$ cat src/rtl/cfg_rmw_pkg.sv
package cfg_rmw_pkg;

    typedef enum logic [1:0] {
        PS_HDR  = 2'd0,
        PS_DATA = 2'd1,
        PS_SKIP = 2'd2
    } parse_state_e;

    typedef enum logic {
        OP_AND = 1'b0,
        OP_OR  = 1'b1
    } rmw_op_e;

endpackage

$ cat src/rtl/cfg_cmd_parser.sv
module cfg_cmd_parser
    import cfg_rmw_pkg::*;
#(
    parameter int unsigned DATA_W   = 24,
    parameter int unsigned NUM_REGS = 4,
    parameter int unsigned BASE_SEL = 'h7C,
    parameter int unsigned HDR_AND  = 'h8002,
    parameter int unsigned HDR_OR   = 'h8001,
    parameter int unsigned IDX_W    = 2
) (
    input  logic              clk,
    input  logic              rst_n,
    input  logic              cmd_valid,
    input  logic [DATA_W-1:0] cmd_word,
    output logic              cmd_ready,
    output logic              cmd_error,
    output logic              wr_en,
    output rmw_op_e           wr_op,
    output logic [IDX_W-1:0]  wr_idx,
    output logic [DATA_W-1:0] wr_data
);

    localparam int unsigned HDR_W = DATA_W - 8;

    typedef struct packed {
        parse_state_e     state;
        rmw_op_e          op;
        logic [IDX_W-1:0] idx;
        logic             err;
        logic             rdy;
    } parse_t;

    parse_t p_d, p_q;

    logic             accept;
    logic [HDR_W-1:0] hdr_hi;
    logic [7:0]       sel_byte;
    logic [7:0]       sel_off;
    logic             is_and;
    logic             is_or;
    logic             sel_ok;

    always_comb begin
        accept   = cmd_valid && p_q.rdy;
        hdr_hi   = cmd_word[DATA_W-1:8];
        sel_byte = cmd_word[7:0];
        sel_off  = sel_byte - 8'(BASE_SEL);
        is_and   = (hdr_hi == HDR_W'(HDR_AND));
        is_or    = (hdr_hi == HDR_W'(HDR_OR));
        sel_ok   = (sel_byte >= 8'(BASE_SEL)) && ({24'd0, sel_off} < 32'(NUM_REGS));

        p_d      = p_q;
        p_d.err  = 1'b0;
        p_d.rdy  = 1'b1;

        unique case (p_q.state)
            PS_HDR: begin
                if (accept) begin
                    if ((is_and || is_or) && sel_ok) begin
                        p_d.state = PS_DATA;
                        p_d.op    = is_or ? OP_OR : OP_AND;
                        p_d.idx   = sel_off[IDX_W-1:0];
                    end else begin
                        p_d.state = PS_SKIP;
                        p_d.err   = 1'b1;
                    end
                end
            end
            PS_DATA: begin
                if (accept) p_d.state = PS_HDR;
            end
            PS_SKIP: begin
                if (accept) p_d.state = PS_HDR;
            end
            default: p_d.state = PS_HDR;
        endcase
    end

    always_ff @(posedge clk or negedge rst_n) begin
        if (!rst_n) begin
            p_q <= '{state: PS_HDR, op: OP_AND, idx: '0, err: 1'b0, rdy: 1'b0};
        end else begin
            p_q <= p_d;
        end
    end

    assign cmd_ready = p_q.rdy;
    assign cmd_error = p_q.err;
    assign wr_en     = (p_q.state == PS_DATA) && accept;
    assign wr_op     = p_q.op;
    assign wr_idx    = p_q.idx;
    assign wr_data   = cmd_word;

endmodule

$ cat src/rtl/cfg_rmw_bank.sv
module cfg_rmw_bank
    import cfg_rmw_pkg::*;
#(
    parameter int unsigned DATA_W   = 24,
    parameter int unsigned NUM_REGS = 4,
    parameter int unsigned IDX_W    = 2
) (
    input  logic                       clk,
    input  logic                       rst_n,
    input  logic                       wr_en,
    input  rmw_op_e                    wr_op,
    input  logic [IDX_W-1:0]           wr_idx,
    input  logic [DATA_W-1:0]          wr_data,
    output logic [NUM_REGS*DATA_W-1:0] regs_flat
);

    for (genvar g = 0; g < NUM_REGS; g++) begin : g_reg
        logic [DATA_W-1:0] val_d, val_q;

        always_comb begin
            val_d = val_q;
            if (wr_en && (wr_idx == IDX_W'(g))) begin
                if (wr_op == OP_OR) val_d = val_q | wr_data;
                else                val_d = val_q & wr_data;
            end
        end

        always_ff @(posedge clk or negedge rst_n) begin
            if (!rst_n) val_q <= '0;
            else        val_q <= val_d;
        end

        assign regs_flat[g*DATA_W +: DATA_W] = val_q;
    end

endmodule

$ cat src/rtl/cfg_field_decode.sv
module cfg_field_decode #(
    parameter int unsigned DATA_W   = 24,
    parameter int unsigned BCLK_LSB = 8,
    parameter int unsigned MCLK_LSB = 11,
    parameter int unsigned POL_BIT  = 19
) (
    input  logic [DATA_W-1:0] field_reg,
    output logic [2:0]        bclk_ratio,
    output logic [1:0]        mclk_code,
    output logic              bclk_pol
);

    logic [1:0] mclk_raw;

    always_comb begin
        bclk_ratio = field_reg[BCLK_LSB +: 3];
        mclk_raw   = field_reg[MCLK_LSB +: 2];
        bclk_pol   = field_reg[POL_BIT];
        unique case (mclk_raw)
            2'b10:   mclk_code = 2'd1;
            2'b11:   mclk_code = 2'd2;
            2'b01:   mclk_code = 2'd3;
            default: mclk_code = 2'd0;
        endcase
    end

endmodule

$ cat src/rtl/cfg_rmw_regfile.sv
module cfg_rmw_regfile
    import cfg_rmw_pkg::*;
#(
    parameter int unsigned DATA_W    = 24,
    parameter int unsigned NUM_REGS  = 4,
    parameter int unsigned BASE_SEL  = 'h7C,
    parameter int unsigned HDR_AND   = 'h8002,
    parameter int unsigned HDR_OR    = 'h8001,
    parameter int unsigned FIELD_IDX = 3,
    parameter int unsigned BCLK_LSB  = 8,
    parameter int unsigned MCLK_LSB  = 11,
    parameter int unsigned POL_BIT   = 19
) (
    input  logic                       clk,
    input  logic                       rst_n,
    input  logic                       cmd_valid,
    output logic                       cmd_ready,
    input  logic [DATA_W-1:0]          cmd_word,
    output logic                       cmd_error,
    output logic [NUM_REGS*DATA_W-1:0] regs_flat,
    output logic [2:0]                 bclk_ratio,
    output logic [1:0]                 mclk_code,
    output logic                       bclk_pol
);

    localparam int unsigned IDX_W = (NUM_REGS > 1) ? $clog2(NUM_REGS) : 1;

    logic              wr_en;
    rmw_op_e           wr_op;
    logic [IDX_W-1:0]  wr_idx;
    logic [DATA_W-1:0] wr_data;

    cfg_cmd_parser #(
        .DATA_W  (DATA_W),
        .NUM_REGS(NUM_REGS),
        .BASE_SEL(BASE_SEL),
        .HDR_AND (HDR_AND),
        .HDR_OR  (HDR_OR),
        .IDX_W   (IDX_W)
    ) u_parser (
        .clk      (clk),
        .rst_n    (rst_n),
        .cmd_valid(cmd_valid),
        .cmd_word (cmd_word),
        .cmd_ready(cmd_ready),
        .cmd_error(cmd_error),
        .wr_en    (wr_en),
        .wr_op    (wr_op),
        .wr_idx   (wr_idx),
        .wr_data  (wr_data)
    );

    cfg_rmw_bank #(
        .DATA_W  (DATA_W),
        .NUM_REGS(NUM_REGS),
        .IDX_W   (IDX_W)
    ) u_bank (
        .clk      (clk),
        .rst_n    (rst_n),
        .wr_en    (wr_en),
        .wr_op    (wr_op),
        .wr_idx   (wr_idx),
        .wr_data  (wr_data),
        .regs_flat(regs_flat)
    );

    cfg_field_decode #(
        .DATA_W  (DATA_W),
        .BCLK_LSB(BCLK_LSB),
        .MCLK_LSB(MCLK_LSB),
        .POL_BIT (POL_BIT)
    ) u_fields (
        .field_reg (regs_flat[FIELD_IDX*DATA_W +: DATA_W]),
        .bclk_ratio(bclk_ratio),
        .mclk_code (mclk_code),
        .bclk_pol  (bclk_pol)
    );

endmodule

$ cat config.mk
export PLATFORM = sky130hd
export DESIGN_NAME = cfg_rmw_regfile
export DESIGN_NICKNAME = d
export VERILOG_FILES = /design/src/rtl/cfg_rmw_pkg.sv /design/src/rtl/cfg_cmd_parser.sv /design/src/rtl/cfg_rmw_bank.sv /design/src/rtl/cfg_field_decode.sv /design/src/rtl/cfg_rmw_regfile.sv
export SDC_FILE = /design/constraint.sdc
export NUM_CORES = 1
export LEC_CHECK = 0
export BUFFER_PORTS_ARGS = -buffer_cell sky130_fd_sc_hd__buf_2
export CORE_UTILIZATION = 56
export DETAILED_ROUTE_END_ITERATION = 12
export GPL_TIMING_DRIVEN = 0
export PLACE_DENSITY_LB_ADDON = 0.25
export SLEW_MARGIN = 20
export SYNTH_ARGS = -nofsm -noshare
export SYNTH_HDL_FRONTEND = slang
export SYNTH_SLANG_ARGS = --single-unit
$ cat constraint.sdc
create_clock -name clk -period 3.8 [get_ports clk]
set_input_delay 0.76 -clock clk [delete_from_list [all_inputs] [get_ports clk]]
set_output_delay 0.76 -clock clk [all_outputs]
set_load 0.05 [all_outputs]
==> reports/metrics.csv, run 1 <==
metric,value,unit
num_io_pins,131,
rrSetupSlack,1510,ps
hold_slack,309,ps
worst_clock_skew,10.0,ps
synth_common_cells,"dfrtp_1, nor2_1, a21oi_1, o22ai_1, clkbuf_1",
slew_headroom,50.9,%
fin_nets,670,
gp_congestion,0.883,
num_vias,4702,
synth_ff_type,dfrtp_1,
outcome,finished clean,
peakVddDrop,0.000205,V
finalPower,2.03,mW
fin_crit_sh,64.2,%
ctsResizeCount,0,
finish.utilization,72.1,%
reg2regPathDepth,7,
routed_via_density,6.32,
ant_nets,0,
ys_warn_count,0,
fin_cells,744,
syn_inst,496,
cap_violations,0,
rows,32,
grt_max_degree,57,
cts_buffer_depth,2,
syn_nets,528,
rsz0062_at_grt,false,
setup_viol,0,
cts_root_buffer,clkbuf_8,
start_util,59.0,%
ys_seq_elements,103,
dpl.cell_count,729,
ys_async_sr_fraction,100,%
track_usage,34.3,%
drt-initial-drc-count,343,
io_buffers,130,
worstSetupPathType,in2reg,
nFillCells,588,
startpoint_type,primary input,
cp.arrival,2700,ps
antenna_found_initial,0,
drc,0,
synth-edff-count,0,
regArea,2580,µm²
yosys.area.top_type,dfrtp_1,
synth.most_common_cell,dfrtp_1,
cts_hold_buf,0,
cts.htree.levels,3,
n_antenna_cell,0,
drv_slew,0,
worstMarginPinSlew,736,ps
reg2reg_to,u_bank.g_reg[0].val_q[22],
die_area,8670,µm²
multi_input_area,1890,µm²
cts_made_buffers,9,
dieHeight,93.1,µm
crit_required,4060,ps
max_freq,410,MHz
cts_tree,built,
grt_pass1_wl,22700,µm
layout-drive-gt1-share,28.3,%
grt_pass1_vias,4535,
dp_hpwl,9900,µm
p_leak,2.70,nW
synthDistinctLibCells,29,
post_cts_buffers,0,
clkSinkCount,103,
power.density,357,nW/µm²
die_x,93.1,µm
core-area,7890,µm²
drtPass1Iterations,5,
synth-seq-area-share,55.4,%
overflow,0,
avgSynthCellArea,9.38,µm²
hold_class,in2async,
final_hold_viol_count,0,
period_needed,2440,ps
clkLatencyLatePin,370,ps
path_clk_slew,100,ps
netlist.area_leader.share,55.4,%
area_delta_synth_final,22.3,%
cp-end-kind,flip-flop,
wl_per_cell,19.3,µm
syn_area,4650,µm²
wirelength,14400,µm
synthTopCellsByArea,"dfrtp_1, o22ai_1, a21oi_1",
r2r_start,u_parser.p_q[6],
finalSetupTns,0,ps
worst-path-max-fanout,6,
metrics by stage:
stage,setup WS [ps],cell area [µm²]
6_report,1360,5690
5_1_grt,1380,5690
4_1_cts,1400,5690
3_5_place_dp,1040,5460
3_3_place_gp,898,5430
2_1_floorplan,1410,4650
layer usage:
metal  share of wire, %  up-vias  GRT usage, %
met4                3.4        0          16.3
met2                 48      286          54.9
met5                  0        -             0
met3                8.6       50          5.85
met1                 40     2288          45.8
li1                   -     2078             -
report_power, final:
part	internal (mW)	switching [mW]	total, mW
sequential	1.10	0.00370	1.10
clock	0.434	0.367	0.801
combinational	0.0385	0.0851	0.124
total	1.57	0.456	2.03
registers in the layout (all words and copies together), names as in the netlist:
| signal | cells |
|---|---|
| u_parser.wr_idx | 2 |
| u_parser.wr_op | 1 |
| u_bank.g.val_q | 96 |
| u_parser.p_q | 2 |
| u_parser.cmd_error | 1 |
| u_parser.cmd_ready | 1 |
area by class of cell:
type	instances	share of cell area (%)
multi-input combinational	351	33.3
clock inverter	4	1.67
sequential	103	45.3
clock buffer	11	2.31
tap	102	2.24
inverter	4	0.264
buffer	38	2.90
timing repair buffer	131	12.0
kinds of logic (layout without fill, tap and decap cells):
| family | Yosys count | in the layout | share of synthesized area, % |
|---|---|---|---|
| AO/OA/AOI/OAI | 195 | 195 | 23.6 |
| XOR/XNOR | 1 | 1 | 0.188 |
| multiplexers | 3 | 3 | 0.726 |
| flip-flops | 103 | 103 | 55.4 |
| adder cells (fa/ha/maj) | 5 | 5 | 1.35 |
| other | 1 | 1 | 0.0806 |
| AND/OR/NAND/NOR | 146 | 146 | 14.7 |
| buffers and inverters | 42 | 188 | 3.87 |
worst max path at each step:
stage / cells past startpoint / end / slack [ps] / start
global placement: 1 / u_bank.g_reg[2].val_q[15] / 900 / rst_n
detailed placement: 5 / u_parser.wr_idx[1] / 1040 / cmd_word[18]
floorplan: 3 / mclk_code[1] / 1410 / u_bank.g_reg[3].val_q[12]
global route: 5 / u_parser.wr_idx[1] / 1380 / cmd_word[18]
finish: 5 / u_parser.wr_op / 1360 / cmd_word[18]
CTS: 5 / u_parser.wr_idx[1] / 1400 / cmd_word[18]
worst max-delay path, stage by stage:
cell and delay [ps]:
buf_2 140, nor4b_1 640, nand4_1 310, nor4_4 460
mux2_2 380
layout by cell type, fill, tap and decap left out, types with 2 or more instances in the layout:
cell,synthesis,layout
a21oi_1,97,97
and3_1,2,2
buf_1,3,3
buf_2,6,135
buf_4,4,4
bufinv_16,0,3
clkbuf_1,25,27
clkbuf_8,0,9
dfrtp_1,103,103
ha_1,5,5
inv_1,4,4
mux2_2,3,3
nand3_1,3,3
nand3b_1,3,3
nor2_1,101,101
nor3_1,2,2
nor3b_1,2,2
nor4b_1,2,2
o22ai_1,96,96
or2_2,24,24
No activity file was read; power rests on OpenSTA's default activity.
==> inputs of run 2 (changes only) <==
--- a/config.mk
+++ b/config.mk
@@ -5,8 +5,9 @@
 export SDC_FILE = /design/constraint.sdc
 export NUM_CORES = 1
 export LEC_CHECK = 0
+export ABC_AREA = 1
 export BUFFER_PORTS_ARGS = -buffer_cell sky130_fd_sc_hd__buf_2
-export CORE_UTILIZATION = 56
+export CORE_UTILIZATION = 52
 export DETAILED_ROUTE_END_ITERATION = 12
 export GPL_TIMING_DRIVEN = 0
 export PLACE_DENSITY_LB_ADDON = 0.25
==> constraint.sdc (replaced) <==
create_clock -name clk -period 2.3 [get_ports clk]
set_input_delay 0.46 -clock clk [delete_from_list [all_inputs] [get_ports clk]]
set_output_delay 0.46 -clock clk [all_outputs]
set_load 0.05 [all_outputs]
==> reports/metrics.csv, run 2 <==
metric,value,unit
cpMostUsedCell,nor2_1,
post_cts_buffers,0,
synth_common_cells,"dfrtp_1, nand2_1, inv_1, o21ai_0, nor2_1",
drtPass1Iterations,5,
synth-edff-count,0,
p_int,2.37,mW
ant_nets,0,
crit_buf_inv,2,
layout-drive-gt1-share,31.1,%
finish.utilization,65.6,%
pwr-share-comb,5.7,%
drc,0,
reg2reg_to,u_bank.g_reg[0].val_q[18],
start_util,54.0,%
core-area,8760,µm²
p_clk_share,36.5,%
ys_warn_count,0,
num_vias,4026,
final_area,5750,µm²
n_antenna_cell,0,
rrSetupSlack,560,ps
cp_cell_sequence,"inv_1, ha_1, nor2_1, nor2_1, buf_2",
cts_buffer_depth,2,
yosys.area.top_type,dfrtp_1,
netlist.area_leader.share,54.4,%
cts_hold_buf,0,
seq_power_share,57.8,%
clkLatencyLatePin,380,ps
io_buffers,130,
die_x,97.4,µm
wl_per_cell,15.3,µm
p_sw,780,µW
rsz0062_at_grt,false,
use_met1,35.5,%
die_area,9490,µm²
cts_made_buffers,9,
synthTopCellsByArea,"dfrtp_1, nand2_1, a22oi_2",
syn_area,4740,µm²
drv_slew,0,
max_stage_delay,420,ps
rows,34,
p_leak,3.06,nW
largest_register,u_bank.g.val_q,
ys_async_sr_fraction,100,%
power.density,549,nW/µm²
max_freq,523,MHz
path_clk_slew,100,ps
grt_max_degree,55,
cpLargestDelayFamily,flip-flops,
fin_nets,692,
hold_class,in2async,
overflow,0,
use_met2,41.3,%
synth_ff_type,dfrtp_1,
dieHeight,97.4,µm
clkSinkCount,103,
cts_root_buffer,clkbuf_8,
startpoint_type,flip-flop,
drt-initial-drc-count,204,
period_needed,1910,ps
p_sw_share,24.7,%
grt_pass1_wl,19300,µm
reg2regPathDepth,8,
layout_commonest_cell,buf_2,
finalSetupTns,0,ps
fin_crit_sh,83.1,%
area_delta_synth_final,21.4,%
cp.arrival,1450,ps
ctsResizeCount,0,
dp_hpwl,8830,µm
r2r_start,u_parser.p_q[6],
peakVddDrop,0.000317,V
outcome,finished clean,
gp_congestion,0.848,
placed_area,5560,µm²
synthDistinctLibCells,23,
grt_pass1_vias,3926,
final_hold_viol_count,0,
num_io_pins,131,
cap_violations,0,
wirelength,11800,µm
antenna_found_initial,0,
syn_inst,518,
routed_via_density,5.21,
use_met3,4.39,%
worst-path-max-fanout,4,
avgSynthCellArea,9.14,µm²
ys_seq_elements,103,
worst_clock_skew,20.4,ps
crit_required,1840,ps
finalWorstSetupSlack,389,ps
slowest_stage,dfrtp_1,
syn_nets,550,
top_usage_layer,met2,
place_ws,554,ps
largest_register_ffs,96,
worstSetupPathType,reg2out,
synth.most_common_cell,dfrtp_1,
track_usage,25.9,%
layout_common_cells,"buf_2, dfrtp_1, nand2_1",
synth-seq-area-share,54.4,%
cp-end-kind,primary output,
cts_tree,built,
cts.htree.levels,3,
setup_viol,0,
[run 2: logic make-up (layout without fill, tap and decap cells)]
group                    after synthesis  count (layout)  share of synthesized area (%)
other                                  1               1                         0.0792
adder cells (fa/ha/maj)                5               5                           1.32
AO/OA/AOI/OAI                        139             139                           20.2
buffers and inverters                109             256                           9.88
flip-flops                           103             103                           54.4
AND/OR/NAND/NOR                      161             161                           14.1
[run 2: cell type report]
cell class	instances	area, µm²
flip-flops and latches	103	2580
fillers	745	3010
multi-input cells	306	1690
well taps	108	135
plain buffers	22	141
clock buffers	10	128
inverters	87	327
repair buffers	131	684
clock inverters	6	67.6
[run 2: worst max-delay path by stage]
stage / startpoint / end / slack (ps) / cells past startpoint
final: u_bank.g_reg[3].val_q[12] / mclk_code[1] / 390 / 5
after global routing: u_bank.g_reg[3].val_q[12] / mclk_code[1] / 330 / 5
after CTS: u_bank.g_reg[3].val_q[12] / mclk_code[1] / 370 / 5
after detailed placement: u_parser.p_q[6] / u_bank.g_reg[0].val_q[18] / 550 / 8
after global placement: rst_n / u_bank.g_reg[2].val_q[17] / -320 / 1
after floorplan: u_bank.g_reg[3].val_q[11] / mclk_code[1] / 170 / 3
[run 2: through the flow]
stage	cells	hold slack [ps]	power [mW]
floorplan	518	164	1.93
global placement	756	463	2.02
detailed placement	757	437	2.04
CTS	773	27.8	3.17
global route	773	39.3	3.26
finish	773	18.6	3.15
[run 2: worst reg2reg max path, cell delays in order, from the launching register on]
cell	delay [ps]
dfrtp_1	390
inv_1	90
ha_1	200
inv_2	60
nor2_4	110
nand3_2	170
clkbuf_1	280
o21ai_0	260
nand2_1	80
[run 2: per-layer routing]
metal | wire length, µm | up-vias
met5 | 0 | -
met4 | 340 | 0
met3 | 595 | 28
met2 | 5600 | 111
met1 | 5280 | 1936
li1 | - | 1951
[run 2: power groups by stage]
| stage | clock, mW | sequential [mW] | combinational (mW) |
|---|---|---|---|
| final | 1.15 | 1.82 | 0.179 |
| after global routing | 1.24 | 1.82 | 0.202 |
| after CTS | 1.17 | 1.82 | 0.181 |
| after detailed placement | 0 | 1.86 | 0.181 |
| after global placement | 0 | 1.86 | 0.167 |
| after floorplan | 0 | 1.87 | 0.0598 |
